<file path="src/rtl/useq_pkg.sv">
package useq_pkg;
  typedef enum logic [1:0] {
    BK_JUMP = 2'b00,
    BK_CALL = 2'b01,
    BK_RET  = 2'b10,
    BK_MAP  = 2'b11
  } br_kind_e;
endpackage

</file>
<file path="src/rtl/useq_cond_pick.sv">
module useq_cond_pick #(
  parameter int NSTAT = 3,
  parameter int SEL_W = 2
) (
  input  logic [SEL_W-1:0] sel,
  input  logic [NSTAT-1:0] status,
  output logic             pass
);
  logic [NSTAT:0] hit;

  // selector zero is the unconditional case
  assign hit[0] = (sel == '0);

  for (genvar g = 0; g < NSTAT; g++) begin : g_flag
    assign hit[g+1] = (sel == SEL_W'(g + 1)) & status[g];
  end

  assign pass = |hit;
endmodule

</file>
<file path="src/rtl/useq_opc_map.sv">
module useq_opc_map #(
  parameter int OPC_W     = 4,
  parameter int ADDR_W    = 7,
  parameter int MAP_SHIFT = 2
) (
  input  logic [OPC_W-1:0]  opc,
  output logic [ADDR_W-1:0] mapped
);
  localparam int PAD_W = ADDR_W - OPC_W - MAP_SHIFT;

  if (PAD_W > 0) begin : g_pad
    if (MAP_SHIFT > 0) begin : g_lo
      assign mapped = {{PAD_W{1'b0}}, opc, {MAP_SHIFT{1'b0}}};
    end else begin : g_nolo
      assign mapped = {{PAD_W{1'b0}}, opc};
    end
  end else begin : g_nopad
    if (MAP_SHIFT > 0) begin : g_lo
      assign mapped = {opc, {MAP_SHIFT{1'b0}}};
    end else begin : g_nolo
      assign mapped = opc;
    end
  end
endmodule

</file>
<file path="src/rtl/useq_addr_mux.sv">
module useq_addr_mux
  import useq_pkg::*;
#(
  parameter int ADDR_W = 7
) (
  input  br_kind_e          kind,
  input  logic              pass,
  input  logic [ADDR_W-1:0] inc,
  input  logic [ADDR_W-1:0] target,
  input  logic [ADDR_W-1:0] mapped,
  input  logic [ADDR_W-1:0] link,
  output logic [ADDR_W-1:0] nxt,
  output logic              save_link
);
  always_comb begin
    nxt       = inc;
    save_link = 1'b0;
    unique case (kind)
      BK_JUMP: nxt = pass ? target : inc;
      BK_CALL: begin
        nxt       = pass ? target : inc;
        save_link = pass;
      end
      BK_RET:  nxt = link;
      BK_MAP:  nxt = mapped;
      default: nxt = inc;
    endcase
  end
endmodule

</file>
<file path="src/rtl/useq_next_addr.sv">
module useq_next_addr
  import useq_pkg::*;
#(
  parameter int ADDR_W    = 7,
  parameter int OPC_W     = 4,
  parameter int NSTAT     = 3,
  parameter int SEL_W     = 2,
  parameter int MAP_SHIFT = 2
) (
  input  logic              clk,
  input  logic              rst,
  input  logic [SEL_W-1:0]  cond_sel,
  input  logic [1:0]        br_kind,
  input  logic [ADDR_W-1:0] br_addr,
  input  logic [OPC_W-1:0]  opcode,
  input  logic [NSTAT-1:0]  status,
  output logic [ADDR_W-1:0] uaddr
);
  localparam logic [ADDR_W-1:0] STEP = ADDR_W'(1);

  br_kind_e          kind;
  logic              cond_pass;
  logic [ADDR_W-1:0] inc;
  logic [ADDR_W-1:0] mapped;
  logic [ADDR_W-1:0] nxt;
  logic [ADDR_W-1:0] link_q;
  logic              save_link;

  assign kind = br_kind_e'(br_kind);
  assign inc  = uaddr + STEP;

  useq_cond_pick #(.NSTAT(NSTAT), .SEL_W(SEL_W)) u_cond (
    .sel    (cond_sel),
    .status (status),
    .pass   (cond_pass)
  );

  useq_opc_map #(.OPC_W(OPC_W), .ADDR_W(ADDR_W), .MAP_SHIFT(MAP_SHIFT)) u_map (
    .opc    (opcode),
    .mapped (mapped)
  );

  useq_addr_mux #(.ADDR_W(ADDR_W)) u_mux (
    .kind      (kind),
    .pass      (cond_pass),
    .inc       (inc),
    .target    (br_addr),
    .mapped    (mapped),
    .link      (link_q),
    .nxt       (nxt),
    .save_link (save_link)
  );

  always_ff @(posedge clk) begin
    if (rst) begin
      uaddr  <= '0;
      link_q <= '0;
    end else begin
      uaddr <= nxt;
      if (save_link) link_q <= inc;
    end
  end
endmodule

</file>
<file path="config.mk">
export PLATFORM = sky130hd
export DESIGN_NAME = useq_next_addr
export DESIGN_NICKNAME = d
export VERILOG_FILES = /design/src/rtl/useq_pkg.sv /design/src/rtl/useq_cond_pick.sv /design/src/rtl/useq_opc_map.sv /design/src/rtl/useq_addr_mux.sv /design/src/rtl/useq_next_addr.sv
export SDC_FILE = /design/constraint.sdc
export NUM_CORES = 1
export LEC_CHECK = 0
export BUFFER_PORTS_ARGS = -buffer_cell sky130_fd_sc_hd__buf_2
export CAP_MARGIN = 15
export CORE_MARGIN = 2
export CORE_UTILIZATION = 50
export CTS_BUF_LIST = sky130_fd_sc_hd__clkbuf_8
export DETAILED_ROUTE_END_ITERATION = 10
export GPL_TIMING_DRIVEN = 0
export HOLD_SLACK_MARGIN = 0.03
export PLACE_DENSITY = 0.77
export SLEW_MARGIN = 20
export SYNTH_ARGS = -nofsm -noshare
export SYNTH_HDL_FRONTEND = slang
export SYNTH_SLANG_ARGS = --single-unit
</file>
<file path="constraint.sdc">
create_clock -name clk -period 1.95 [get_ports clk]
set_clock_uncertainty 0.2 [all_clocks]
set_input_delay 0.39 -clock clk [delete_from_list [all_inputs] [get_ports clk]]
set_output_delay 0.39 -clock clk [all_outputs]
set_load 0.02 [all_outputs]
</file>
==> run_results.csv <==
group,metric,value,unit
power_and_ir_drop,pwr-share-seq,0.464,
critical_path,path_buf_inv,2,
min_path,min_to,"uaddr[2]",
timing,fin_crit_sh,0.849,
layout,syn_to_final_growth,24.7,%
critical_path,crit_slowest_cell,"a2111oi_4",
floorplanning,io_pins,27,
critical_path,critPathTopFamily,"compound AO/OA/AOI/OAI gates",
drt,viasPerCell,5.48,
clock_network,clkSinkCount,14,
layout,nets,131,
clock_network,clock_latency,0.25,ns
drt,ant_nets,0,
grt,grt_antenna_before_repair,0,
timing,period_minus_slack,1.66,ns
clock_network,numCtsBuffers,3,
critical_path,required,1.92,ns
drt,post_drt_wl_per_cell,13.4,um
synthesis,synth_ff_type,"dfxtp_1",
layout,antenna_cells,0,
grt,grt_remaining_overflow,0,
timing,rsz0062_at_grt,"false",
min_path,hold_depth,2,
grt,grt_pass1_vias,659,
status,status,"finished, final reports clean",
clock_network,cts_hold_buf,0,
clock_network,post_cts_buffers,0,
place,place_area,901,um^2
synthesis,yosysSeqAreaShare,0.371,
synthesis,synth_nets,101,
drt,drtPass1Iterations,4,
critical_path,rr_endpoint,"uaddr[2]",
layout,final_common_cell,"buf_2",
layout,regArea,280,um^2
power_and_ir_drop,power.share.switching,0.275,
timing,setup_viol,0,
drt,drt-met1-wl,796,um
synthesis,yosysWarnings,0,
critical_path,end_kind,"register",
drt,top_layer,"met4",
drt,wl,1660,um
grt,grt_pass1_wl,2720,um
drt,drt_iter0_drc,19,
grt,grt_use_total,0.204,
clock_network,cts_tree,"built",
floorplanning,die_area,1840,um^2
drt,via_count,680,
power_and_ir_drop,p_sw,0.190,mW
drt,remaining_drc_errors,0,
critical_path,r2r-start,"uaddr[0]",
min_path,min_from,"br_addr[2]",
timing,timing.hold.ws,0.194,ns
layout,drive_gt1_frac,0.352,
place,dp_hpwl,1270,um
timing,slew-limit-headroom,0.612,
layout,fillers,132,
critical_path,path_cells,"buf_2 > mux2i_1 > a2111oi_4 > buf_6 > nor2_1 > a211oi_2",
grt,grt_max_degree,11,
timing,fin_setup_tns,0,ns
power_and_ir_drop,ir_drop,0.000475,V
clock_network,cts_resized,0,
layout,multi_input_area,443,um^2
critical_path,crit_arrival,1.62,ns
floorplanning,start_util,0.520,
timing,hold_violations,0,
critical_path,path_max_fanout,10,
run,maxCapViolCount,0,
clock_network,clk_pin_slew,0.05,ns
power_and_ir_drop,power.leakage,0.402,nW
timing,worstMarginPinSlew,0.582,ns
timing,slew_viol_final,0,
power_and_ir_drop,pwr-share-clk,0.343,
clock_network,ctsHtreeMaxLevel,1,
drt,wl_met2,699,um
floorplanning,row_count,14,
timing,fmax,604,MHz
synthesis,synth_area,756,um^2
place,portBuffers,25,
critical_path,critical_path_class,"in2reg",
floorplanning,fp.dieW,42.9,um
critical_path,r2r_slack,0.36,ns
min_path,hold_path_class,"in2reg",
critical_path,cp-start-kind,"primary input",
clock_network,root_buffer,"clkbuf_8",
floorplanning,die_h,42.9,um
floorplanning,core-area,1450,um^2
synthesis,syn_area_per_cell,9.45,um^2
critical_path,reg2reg_depth,4,
layout,final_cell_mix,"buf_2 (27), dfxtp_1 (14), nor2_1 (12)",
synthesis,synthArstFlopShare,0,
synthesis,synth_edf_count,0,
synthesis,syn_inst,80,
drt,wl_met3,122,um
power_and_ir_drop,combPwrFrac,0.194,
synthesis,yosysUniqueCellTypes,27,
clock_network,clk_path_buf_depth,2,
power_and_ir_drop,internal_power,0.502,mW
synthesis,synth_seq_cells,14,
critical_path,slowest_delay,0.51,ns
place,gp_congestion,0.792,
power_and_ir_drop,p_per_area,734,nW/um^2
layout,stdcell_area,942,um^2
[worst reg2reg max path, delay by kind of cell (launching register included)]
family / cells / cell delay (ns)
AOI/OAI and AO/OA: 1 / 0.32
and+or+nand+nor: 1 / 0.08
xor gates and xnor gates: 1 / 0.24
adders and majority gates: 1 / 0.27
DFF: 1 / 0.36
[through the flow]
stage | std cells | setup WS, ns | utilization | power [mW]
floorplan | 80 | 0.279 | - | 0.413
global placement | 121 | 0.0827 | 0.620 | 0.457
detailed placement | 121 | 0.0372 | 0.620 | 0.461
CTS | 124 | 0.296 | 0.648 | 0.697
global route | 124 | 0.206 | 0.648 | 0.723
finish | 124 | 0.294 | 0.648 | 0.692
[layout make-up]
cell class,count,area share
Tap cell,16,0.0212
Clock buffer,3,0.0438
Sequential cell,14,0.297
Multi-Input combinational cell,60,0.470
Buffer,4,0.0266
Timing Repair Buffer,25,0.133
Inverter,2,0.00797
[routing by layer]
metal,vias to the layer above,global-route usage
li1,347,-
met1,305,0.238
met4,0,0.131
met2,23,0.324
met3,5,0.0553
met5,-,0
[registers in the layout, indices dropped and copies added, names as in the netlist]
register  cells
link_q        7
uaddr         7
[cell usage after synthesis (3+ instances only)]
cell / instances / area share
o21ai_0: 3 / 0.020
nand3_1: 4 / 0.026
xor2_1: 4 / 0.046
nor3b_1: 3 / 0.030
a211oi_2: 4 / 0.066
dfxtp_1: 14 / 0.37
mux2i_1: 8 / 0.11
nand2_1: 3 / 0.015
nor2_1: 12 / 0.060
a21oi_1: 3 / 0.020
[cell families (layout without fill, tap and decap cells)]
kind of cell | count (synthesis) | in the layout | synth area share
compound gates | 18 | 18 | 0.219
xor+xnor | 5 | 5 | 0.0579
fa+ha+maj | 1 | 1 | 0.0166
buf+inv | 6 | 34 | 0.0430
flops | 14 | 14 | 0.371
mux | 8 | 8 | 0.106
simple gates | 28 | 28 | 0.187
[worst max-delay path by stage]
stage,from,cells past startpoint,to,slack [ns]
6_report,cond_sel[0],6,link_q[2],0.29
5_1_grt,cond_sel[0],6,link_q[6],0.21
4_1_cts,cond_sel[0],6,link_q[2],0.30
3_5_place_dp,cond_sel[0],6,link_q[2],0.04
3_3_place_gp,cond_sel[0],6,link_q[0],0.08
2_1_floorplan,cond_sel[0],5,link_q[0],0.28
[power by group through the flow]
stage,Combinational [mW],Sequential [mW],Clock (mW)
after floorplan,0.0753,0.337,0
after global placement,0.131,0.326,0
after detailed placement,0.134,0.327,0
after CTS,0.135,0.321,0.241
after global routing,0.146,0.323,0.253
final,0.134,0.321,0.237
Power figures use the tool's default switching activity.
